`config.mk`:
```
export PLATFORM = sky130hd
export DESIGN_NAME = irq_io_ctrl
export DESIGN_NICKNAME = d
export VERILOG_FILES = /design/src/rtl/irq_io_pkg.sv /design/src/rtl/irq_io_decode.sv /design/src/rtl/irq_io_flags.sv /design/src/rtl/irq_io_seq.sv /design/src/rtl/irq_io_ctrl.sv
export SDC_FILE = /design/constraint.sdc
export NUM_CORES = 1
export LEC_CHECK = 0
export ABC_AREA = 1
export BUFFER_PORTS_ARGS = -buffer_cell sky130_fd_sc_hd__buf_2
export CAP_MARGIN = 10
export CORE_ASPECT_RATIO = 1.1
export CORE_MARGIN = 2
export CORE_UTILIZATION = 41
export DETAILED_ROUTE_END_ITERATION = 10
export PLACE_DENSITY = 0.84
export SLEW_MARGIN = 20
export SYNTH_ARGS = -nofsm -noshare
export SYNTH_HDL_FRONTEND = slang
export SYNTH_SLANG_ARGS = --single-unit
export TNS_END_PERCENT = 1
```
`constraint.sdc`:
```
create_clock -name clk -period 1.6 [get_ports clk]
set_input_delay 0.32 -clock clk [delete_from_list [all_inputs] [get_ports clk]]
set_output_delay 0.32 -clock clk [all_outputs]
set_load 0.01 [all_outputs]
```
`src/rtl/irq_io_pkg.sv`:
```
package irq_io_pkg;
  localparam int OPC_HI    = 15;
  localparam int OPC_LO    = 12;
  localparam logic [3:0] IO_NIBBLE = 4'hF;
  localparam int BIT_INP   = 11;
  localparam int BIT_OUT   = 10;
  localparam int BIT_SKI   = 9;
  localparam int BIT_SKO   = 8;
  localparam int BIT_ION   = 7;
  localparam int BIT_IOF   = 6;

  typedef struct packed {
    logic take_in;
    logic send_out;
    logic skip_in;
    logic skip_out;
    logic ena;
    logic dis;
  } io_op_t;
endpackage

```
`src/rtl/irq_io_decode.sv`:
```
module irq_io_decode
  import irq_io_pkg::*;
#(
  parameter int WORD_W = 16
) (
  input  logic              exec_t3,
  input  logic [WORD_W-1:0] ir,
  output logic              is_io,
  output io_op_t            ops
);
  always_comb begin
    is_io        = exec_t3 && (ir[OPC_HI:OPC_LO] == IO_NIBBLE);
    ops.take_in  = is_io && ir[BIT_INP];
    ops.send_out = is_io && ir[BIT_OUT];
    ops.skip_in  = is_io && ir[BIT_SKI];
    ops.skip_out = is_io && ir[BIT_SKO];
    ops.ena      = is_io && ir[BIT_ION];
    ops.dis      = is_io && ir[BIT_IOF];
  end
endmodule

```
`src/rtl/irq_io_flags.sv`:
```
module irq_io_flags #(
  parameter int CHAR_W = 8
) (
  input  logic              clk,
  input  logic              rst_n,
  input  logic              in_valid,
  input  logic [CHAR_W-1:0] in_data,
  output logic              in_ready,
  output logic              out_valid,
  input  logic              out_ready,
  output logic [CHAR_W-1:0] out_data,
  input  logic              take_in,
  input  logic              send_out,
  input  logic [CHAR_W-1:0] ac_char,
  output logic              fgi,
  output logic              fgo,
  output logic [CHAR_W-1:0] in_char
);
  logic              fgi_q, fgo_q, busy_q;
  logic [CHAR_W-1:0] inr_q, outr_q;
  logic              in_fire, out_fire;

  assign in_ready = !fgi_q;
  assign in_fire  = in_valid && !fgi_q;
  assign out_fire = busy_q && out_ready;

  always_ff @(posedge clk) begin
    if (!rst_n) begin
      fgi_q  <= 1'b0;
      fgo_q  <= 1'b0;
      busy_q <= 1'b0;
      inr_q  <= '0;
      outr_q <= '0;
    end else begin
      if (in_fire) begin
        inr_q <= in_data;
        fgi_q <= 1'b1;
      end else if (take_in) begin
        fgi_q <= 1'b0;
      end
      if (send_out) begin
        outr_q <= ac_char;
        busy_q <= 1'b1;
        fgo_q  <= 1'b0;
      end else if (out_fire) begin
        busy_q <= 1'b0;
        fgo_q  <= 1'b1;
      end
    end
  end

  assign out_valid = busy_q;
  assign out_data  = outr_q;
  assign fgi       = fgi_q;
  assign fgo       = fgo_q;
  assign in_char   = inr_q;
endmodule

```
`src/rtl/irq_io_seq.sv`:
```
module irq_io_seq #(
  parameter int ADDR_W = 12
) (
  input  logic              clk,
  input  logic              rst_n,
  input  logic              t0,
  input  logic              t1,
  input  logic              t2,
  input  logic [ADDR_W-1:0] pc,
  input  logic              fgi,
  input  logic              fgo,
  input  logic              ena,
  input  logic              dis,
  output logic              irq_q,
  output logic              ien_q,
  output logic [ADDR_W-1:0] save_q,
  output logic              step0,
  output logic              step1,
  output logic              step2
);
  logic between;

  assign between = !(t0 || t1 || t2);
  assign step0   = irq_q && t0;
  assign step1   = irq_q && t1;
  assign step2   = irq_q && t2;

  always_ff @(posedge clk) begin
    if (!rst_n) begin
      irq_q  <= 1'b0;
      ien_q  <= 1'b0;
      save_q <= '0;
    end else begin
      if (step2) begin
        irq_q <= 1'b0;
        ien_q <= 1'b0;
      end else begin
        if (between && ien_q && (fgi || fgo)) irq_q <= 1'b1;
        if (ena)      ien_q <= 1'b1;
        else if (dis) ien_q <= 1'b0;
      end
      if (step0) save_q <= pc;
    end
  end
endmodule

```
`src/rtl/irq_io_ctrl.sv`:
```
module irq_io_ctrl
  import irq_io_pkg::*;
#(
  parameter int ADDR_W    = 12,
  parameter int WORD_W    = 16,
  parameter int CHAR_W    = 8,
  parameter int SAVE_ADDR = 0
) (
  input  logic              clk,
  input  logic              rst_n,
  input  logic              t0,
  input  logic              t1,
  input  logic              t2,
  input  logic              exec_t3,
  input  logic [WORD_W-1:0] ir,
  input  logic [WORD_W-1:0] ac,
  input  logic [ADDR_W-1:0] pc,
  input  logic              in_valid,
  output logic              in_ready,
  input  logic [CHAR_W-1:0] in_data,
  output logic              out_valid,
  input  logic              out_ready,
  output logic [CHAR_W-1:0] out_data,
  output logic              fetch_en,
  output logic              ar_clr,
  output logic              mem_we,
  output logic [ADDR_W-1:0] mem_addr,
  output logic [WORD_W-1:0] mem_wdata,
  output logic              pc_clr,
  output logic              pc_inc,
  output logic              pc_skip,
  output logic              sc_clr,
  output logic              ac_load,
  output logic [WORD_W-1:0] ac_wdata,
  output logic              irq_req,
  output logic              int_en,
  output logic              flag_in,
  output logic              flag_out
);
  localparam int PAD_W = WORD_W - ADDR_W;
  localparam int HI_W  = WORD_W - CHAR_W;

  io_op_t            ops;
  logic              is_io;
  logic              fgi, fgo, irq_q, ien_q, step0, step1, step2;
  logic [CHAR_W-1:0] in_char;
  logic [ADDR_W-1:0] save_q;

  irq_io_decode #(.WORD_W(WORD_W)) u_dec (
    .exec_t3(exec_t3), .ir(ir), .is_io(is_io), .ops(ops)
  );

  irq_io_flags #(.CHAR_W(CHAR_W)) u_flags (
    .clk(clk), .rst_n(rst_n),
    .in_valid(in_valid), .in_data(in_data), .in_ready(in_ready),
    .out_valid(out_valid), .out_ready(out_ready), .out_data(out_data),
    .take_in(ops.take_in), .send_out(ops.send_out), .ac_char(ac[CHAR_W-1:0]),
    .fgi(fgi), .fgo(fgo), .in_char(in_char)
  );

  irq_io_seq #(.ADDR_W(ADDR_W)) u_seq (
    .clk(clk), .rst_n(rst_n), .t0(t0), .t1(t1), .t2(t2), .pc(pc),
    .fgi(fgi), .fgo(fgo), .ena(ops.ena), .dis(ops.dis),
    .irq_q(irq_q), .ien_q(ien_q), .save_q(save_q),
    .step0(step0), .step1(step1), .step2(step2)
  );

  assign fetch_en  = !irq_q;
  assign ar_clr    = step0;
  assign mem_we    = step1;
  assign mem_addr  = ADDR_W'(SAVE_ADDR);
  assign mem_wdata = {{PAD_W{1'b0}}, save_q};
  assign pc_clr    = step1;
  assign pc_inc    = step2;
  assign sc_clr    = step2 || is_io;
  assign pc_skip   = (ops.skip_in && fgi) || (ops.skip_out && fgo);
  assign ac_load   = ops.take_in;
  assign ac_wdata  = {ac[WORD_W-1:CHAR_W], in_char};
  assign irq_req   = irq_q;
  assign int_en    = ien_q;
  assign flag_in   = fgi;
  assign flag_out  = fgo;

  initial begin
    assert (HI_W > 0 && PAD_W >= 0);
  end
endmodule

```
**Yosys cells after proc, flatten, opt, wreduce, memory -nomap -nowiden**

Index checks and enable logic that the tools add are counted.

- $add $sub $neg: 0
- Order comparisons: 0
- Divide/modulo/power cells: 0
- Muxes and demuxes: 6
- Bitwise gates (word level): 1
- Multiply operators: 0
- Shift operators: 0
- Reduce and logical (&&, ||, !) cells: 29
- Eq/ne operators: 1

Operator list:

| operator | number |
|---|---|
| logical AND 1 bit | 16 |
| 2-to-1 mux 1 bit | 6 |
| nonzero test 2 bit | 3 |
| logical OR 1 bit | 5 |
| equality test 4 bit (second input constant) | 1 |
| OR reduction 2 bit | 2 |
| logical NOT 1 bit | 3 |
| NOT 1 bit | 1 |

- Input port bits: 60
- Output and inout bits: 66
- ROM bits: 0
- Logic and storage cells: 45
- Register bits after elaboration: 33
- RAM bits: 0
- Latch bits: 0
- Memories: 0

**Longest topological paths before layout**

Gate-level depths: netlist of the first run.

- Depth in word-level cells: 5
- Depth in mapped cells: 6
- Gate-level depth less buffers: 6

**Modules after synthesis**

A second synthesis of the first run with hierarchy kept.

- Cell total of the unflattened synthesis: 221
- Area total of the unflattened synthesis: 1594.0 um2

Modules (own cells, without submodules):

| module | cells each | area an instance (um2) | seq. area each (um2) | instances |
|---|---|---|---|---|
| irq_io_flags | 101 | 734.5 | 380.4 | 1 |
| irq_io_seq | 72 | 526.8 | 280.3 | 1 |
| irq_io_ctrl | 33 | 217.7 | 0.0 | 1 |
| irq_io_decode | 15 | 115.1 | 0.0 | 1 |

**Worst setup path after synthesis of the first run**

Ideal clock, no wire load.

- Kind: input -> output
- Start point: input ir[13]
- End point: output pc_skip
- Buffers on the path: 0
- Path slack: 497 ps
- Arrival time: 783 ps
- Cell stages on the path: 4
- Required time: 1280 ps
- Cells stage by stage: nand2_2 > nor2_8 > nand2_1 > a21oi_1

- Word-level cells in the longest chain between the ends: 5
- Elaborated cells between the ends (all ways): 7
- Those cells by class: eq/ne (1); reduce/logical (6)

Ends and longest elaborated chain:

| what | RTL line | text |
|---|---|---|
| start, declared | irq_io_ctrl.sv:15 | `input logic [WORD_W-1:0] ir,` |
| equality test 4 bit (*) | irq_io_decode.sv:12 | `is_io = exec_t3 && (ir[OPC_HI:OPC_LO] == IO_NIBBLE);` |
| logical AND 1 bit (*) | irq_io_decode.sv:12 |  |
| logical AND 1 bit, on equally long branches | irq_io_decode.sv:15, irq_io_decode.sv:16 |  |
| logical AND 1 bit | irq_io_ctrl.sv:76 | `assign pc_skip = (ops.skip_in && fgi) \|\| (ops.skip_out && fgo);` |
| logical OR 1 bit (*) | irq_io_ctrl.sv:76 |  |
| end, declared | irq_io_ctrl.sv:31 | `output logic pc_skip,` |

Every way passes the cells marked *; elsewhere a longest branch is shown, timed or not.

**Worst setup path in the final report of the first run**

- Start point: register u_seq.irq_q
- End point: output ar_clr

- Word-level cells in the longest chain between the ends: 1

Ends and longest elaborated chain:

| what | RTL line | text |
|---|---|---|
| start, declared | irq_io_seq.sv:14 | `output logic irq_q,` |
| start signal, assigned | irq_io_seq.sv:30 | `irq_q <= 1'b0;` |
| start signal, assigned | irq_io_seq.sv:35 | `irq_q <= 1'b0;` |
| start signal, assigned | irq_io_seq.sv:38 | `if (between && ien_q && (fgi \|\| fgo)) irq_q <= 1'b1;` |
| logical AND 1 bit | irq_io_seq.sv:24 | `assign step0 = irq_q && t0;` |
| end, declared | irq_io_ctrl.sv:25 | `output logic ar_clr,` |

Every way passes these cells.

==> results.ini, run 1 <==
[status]
status=finished clean

[routing]
num_vias=1437
wl_per_cell_um=9.90
ant_nets=0
routed_wl_um=3370
drcViolationCount=0
drtIter0Drc=49
dr.pass1.iters=4
viasPerCell=4.23

[timing]
setup_violations=0
slew_viol_final=0
fmax_mhz=753
rsz0062_at_grt=false
skew_ns=0.00649
finalSetupTns_ns=0
finalCriticalPeriod_ns=1.33
fin_crit_sh=0.830
finalHoldViolCount=0

[clocking]
cts_sinks=33
ctsRootBufferMaster=clkbuf_8
cts-hold-fix-buffers=0
ctsLongestPathBuffers=2
post_cts_buffers=0
clk-insertion-delay-late_ns=0.27
htreeDepth=2
cts_tree=done
clk_pin_slew_ns=0.07
numCtsBuffers=5
cts.repair.resized=0

[placement]
postPlaceCellArea_um2=1880
io_buffers=87
place_congestion=0.768
place_inst=332
dp_hpwl_um=2630

[die]
start_util=0.425
die_x_um=62.2
die_y_um=68.1
row_count=23
dieArea_um2=4230
ios=126
core_um2=3600

[layout]
design_area_um2=1980
fill_cells=359
final_core_util=0.552
area_growth_syn_to_layout_pct=29.8
stdcell_count=340
diodes=0
drive_above_1_share=0.390
final_common_cell=buf_2
final_cell_mix=87 x buf_2, 48 x nor2_1, 33 x dfxtp_1
nets=349

[run]
cap_violations=0

[pwr]
ir_drop_mv=0.467
p_leak_uw=0.00112
power_density_nw_per_um2=870

[logic_synthesis]
synth_cell_types=19
synth_area_leaders=dfxtp_1 43%, buf_4 13%, nor2_1 12%
ys_ff_latch=33
synth_top_area_frac=0.432
seq_area_frac_synth=0.432
synthCells=208
syn_area_um2=1530
yosysWarningCount=0
syn_area_per_cell_um2=7.35
synth_top_cell_by_area=dfxtp_1

[hold_path]
holdPathStages=3
holdPathEnd=u_flags.out_data[5]
hold_path_class=in -> reg
min_from=ac[5]

[critical_path]
cp-startpoint=u_seq.irq_q
cp_max_fo=5
slowest_stage=dfxtp_1
slowest_delay_ns=0.39
timing.rr.start=u_flags.fgi
cp_data_arrival_time_ns=1.01
worstSetupPathType=reg -> out
cp.required_ns=1.28
endpoint_kind=output port
startpoint_type=register
worst-path-buf-inv=2
worstRegToRegCells=5
rrSetupSlack_ns=0.54
timing.rr.end=u_flags.in_char[3]
crit_path_cell_trace=nand2_1 > inv_1 > buf_2
crit_family=flip-flops

[global_routing]
grt_start_max_net_pins=19
grt.total_usage=0.161
grt_pass1_wl_um=5430
grt-ovfl-total=0
grt_pass1_vias=1238
grt_antenna_before_repair=0

-- sequential cells by signal, summed over array words and instances, names as in the netlist --
register,count
u_seq.save_q,12
u_flags.in_char,8
u_flags.out_data,8
u_flags.fgi,1
u_flags.fgo,1
u_flags.out_valid,1
u_seq.ien_q,1
u_seq.irq_q,1
-- cell usage after synthesis (all sizes together) --
| cell | n |
|---|---|
| a21oi | 6 |
| buf | 27 |
| clkbuf | 4 |
| conb | 1 |
| dfxtp | 33 |
| inv | 21 |
| nand2 | 33 |
| nand3 | 5 |
| nor2 | 57 |
| nor3 | 1 |
| o21ai | 20 |
-- worst reg2reg max path: cells and delay by family, from the launching register on --
| family | cells | cell delay [ns] |
|---|---|---|
| flip-flops | 1 | 0.38 |
| AND/OR/NAND/NOR | 3 | 0.33 |
| buffers and inverters | 2 | 0.25 |
-- through the flow --
step,setup slack (ns),hold WS [ns],total power [uW]
2_1_floorplan,0.497,0.448,1020
4_1_cts,0.259,0.263,1750
3_5_place_dp,0.344,0.469,1070
3_3_place_gp,0.356,0.459,1060
6_report,0.273,0.268,1730
5_1_grt,0.158,0.270,1810
-- how the worst max path moves through the flow --
stage,end,cells after the start
after global placement,pc_skip,6
final,ar_clr,3
after global routing,ar_clr,3
after detailed placement,pc_skip,6
after floorplan,pc_skip,4
after CTS,ar_clr,3
-- cell type report --
class	count	area, um2	share of cell area
sequential	33	661	0.333
multi-input combinational	138	623	0.314
clock inverter	1	5.00	0.00252
tap	50	62.6	0.0315
timing repair buffer	90	458	0.231
clock buffer	7	96.3	0.0485
inverter	21	78.8	0.0397
-- where the power goes --
group          internal, uW  total, uW  switching, uW
combinational          81.1        192            111
clock                   389        678            290
sequential              844        855           11.1
total                  1310       1730            412
-- per-layer routing --
layer | up-vias | share of wire | global-route usage
met1 | 624 | 0.41 | 0.173
met5 | - | 0 | 0
met4 | 0 | 0.011 | 0.0667
li1 | 755 | - | -
met3 | 5 | 0.073 | 0.0428
met2 | 53 | 0.51 | 0.307
-- cells by family after synthesis --
group,Yosys count,share of synthesized area
DFF,33,0.432
buffers and inverters,52,0.197
other,1,0.00245
and+or+nand+nor,96,0.276
AOI/OAI and AO/OA,26,0.0925
No activity file was read; power rests on OpenSTA's default activity.
==> run 2: changes to the inputs <==
--- a/config.mk
+++ b/config.mk
@@ -10,9 +10,9 @@
 export CAP_MARGIN = 10
 export CORE_ASPECT_RATIO = 1.1
 export CORE_MARGIN = 2
-export CORE_UTILIZATION = 41
+export CORE_UTILIZATION = 38
 export DETAILED_ROUTE_END_ITERATION = 10
-export PLACE_DENSITY = 0.84
+export PLACE_DENSITY = 0.79
 export SLEW_MARGIN = 20
 export SYNTH_ARGS = -nofsm -noshare
 export SYNTH_HDL_FRONTEND = slang
==> constraint.sdc (replaced) <==
create_clock -name clk -period 1.3 [get_ports clk]
set_input_delay 0.26 -clock clk [delete_from_list [all_inputs] [get_ports clk]]
set_output_delay 0.26 -clock clk [all_outputs]
set_load 0.01 [all_outputs]
==> run 2 against run 1 <==
  * Register-to-register slack got worse by 0.29 ns
  * Routed wire length fell by 0.42%
  * Via count barely moved
  * Power rose by 17%
  * Count of clock-buffer cells in the layout is 1 lower
  * Die area up 7.4%
  * Clock skew decreased by 0.0035 ns
  * Combinational power is 27% higher
  * Global-route usage down 0.68 points
  * Sequential share of layout area shrank 0.25 points
  * Worst hold slack worse by 0.058 ns
  * Cell area grew 1.3%
==> results.ini, run 2 (synthesized netlist as in run 1, its figures left out) <==
[status]
status=finished clean

[die]
core_um2=3900  ; +8.5%
die_y_um=70.5  ; +3.6%
ios=126  ; unchanged
start_util=0.392  ; -0.0334
dieArea_um2=4550  ; +7.4%
die_x_um=64.5  ; +3.6%
row_count=24  ; +4.3%

[layout]
multi_input_area_um2=627  ; +0.60%
seq_area_um2=664  ; +0.57%
area_growth_syn_to_layout_pct=31.5
fill_cells=394  ; +9.7%
final_cell_mix=87 x buf_2, 48 x nor2_1, 31 x nand2_1
nets=352  ; +0.86%
largest-register=u_seq.save_q
drive_above_1_share=0.410  ; +0.0199
largest_reg_flops=12  ; unchanged
diodes=0  ; unchanged
stdcell_count=345  ; +1.5%
final_common_cell=buf_2

[placement]
place_congestion=0.747  ; -2.7%
io_buffers=87  ; unchanged
place_inst=334  ; +0.60%
dp_hpwl_um=2600  ; -1.1%

[critical_path]
cp.depth=3  ; unchanged
cp.required_ns=1.04  ; -0.24 ns
worst-path-buf-inv=2  ; unchanged
startpoint_type=register
endpoint_kind=output port
cp_data_arrival_time_ns=0.98  ; -0.03 ns
crit_end=ar_clr
worstSetupPathType=reg -> out
cp-startpoint=u_seq.irq_q
crit_family=flip-flops
timing.rr.start=u_seq.irq_q
rrSetupSlack_ns=0.25  ; -0.29 ns
timing.rr.end=u_seq.save_q[3]
cp_max_fo=5  ; unchanged
crit_path_cell_trace=nand2_1 > inv_2 > buf_2
worstRegToRegCells=6  ; +1
slowest_stage=dfxtp_2
slowest_delay_ns=0.37  ; -0.02 ns

[timing]
hold_ws_ns=0.210  ; -0.0576 ns
finalCriticalPeriod_ns=1.24
slew_viol_final=0  ; unchanged
setup_violations=0  ; unchanged
skew_ns=0.00299  ; -0.00350 ns
finalHoldViolCount=0  ; unchanged
fmax_mhz=805
fin_crit_sh=0.955
finalSetupTns_ns=0  ; unchanged

[routing]
wl_per_cell_um=9.72  ; -1.9%
routed_wl_um=3350  ; -0.42%
dr.pass1.iters=4  ; unchanged
num_vias=1436  ; -0.070%
drtIter0Drc=44  ; -10%
ant_nets=0  ; unchanged
drcViolationCount=0  ; unchanged
viasPerCell=4.16  ; -1.5%

[clocking]
cts_sinks=33  ; unchanged
clk_pin_slew_ns=0.07  ; about the same
ctsLongestPathBuffers=2  ; unchanged
clk-insertion-delay-late_ns=0.27  ; about the same
cts-hold-fix-buffers=0  ; unchanged
numCtsBuffers=5  ; unchanged
ctsRootBufferMaster=clkbuf_8
htreeDepth=2  ; unchanged
cts_tree=done

[global_routing]
grt_pass1_vias=1289  ; +4.1%
grt-ovfl-total=0  ; unchanged
grt_start_max_net_pins=20  ; +1
grt_pass1_wl_um=5550  ; +2.2%
grt_antenna_before_repair=0  ; unchanged
grt.total_usage=0.154  ; -0.00678

[pwr]
total_power_uw=2020  ; +17%
power_density_nw_per_um2=1000  ; +16%
ir_drop_mv=0.476  ; +2.0%
p_leak_uw=0.00113  ; +0.92%

[hold_path]
hold_path_class=in -> reg

[run]
cap_violations=0  ; unchanged

[run 2: repair_timing]
action	in CTS	in global routing
pin swaps	0	0
setup buffers	0	3
gates resized for setup	2	3
endpoints found under the setup margin	1	2
[run 2: layout make-up]
type	count	share of cell area
multi-input cells	138	0.312
flip-flops and latches	33	0.330
repair buffers	93	0.245
clock buffers	6	0.0361
clock inverters	2	0.00498
well taps	52	0.0324
inverters	21	0.0392
[run 2: where the power goes]
part | switching [uW] | total, uW | internal (uW) | leakage [uW]
clock network | 353 | 723 | 370 | 0.0000450
logic | 139 | 243 | 104 | 0.000819
registers | 14.2 | 1050 | 1040 | 0.000269
[run 2: worst min-delay path by stage]
stage               cells past startpoint         from  slack, ns                   to
floorplan                               2        ac[0]       0.39  u_flags.out_data[0]
global placement                        2  u_seq.ien_q       0.46          u_seq.ien_q
detailed placement                      2  u_seq.ien_q       0.46          u_seq.ien_q
CTS                                     3        ac[3]       0.20  u_flags.out_data[3]
global route                            3        ac[2]       0.20  u_flags.out_data[2]
finish                                  3        ac[3]       0.21  u_flags.out_data[3]
[run 2: per-layer routing]
metal | GRT usage | vias to the layer above | routed length [um]
li1 | - | 756 | -
met1 | 0.179 | 612 | 1330
met2 | 0.265 | 63 | 1680
met3 | 0.0499 | 5 | 303
met4 | 0.0567 | 0 | 36
met5 | 0 | - | 0
[run 2: worst register-to-register path: stages, from the launching register on]
cell	delay, ns
dfxtp_2	0.35
nand2_1	0.11
inv_2	0.07
buf_4	0.13
buf_4	0.15
nor2_1	0.09
nor2_1	0.05
[run 2: per-stage QoR]
stage          instance area, um2  utilization  worst slack [ns]
2_1_floorplan                1590            -             0.260
3_3_place_gp                 1900        0.486             0.181
3_5_place_dp                 1900        0.486             0.166
4_1_cts                      1980        0.508           0.00859
5_1_grt                      2010        0.515         -0.000203
6_report                     2010        0.515            0.0583
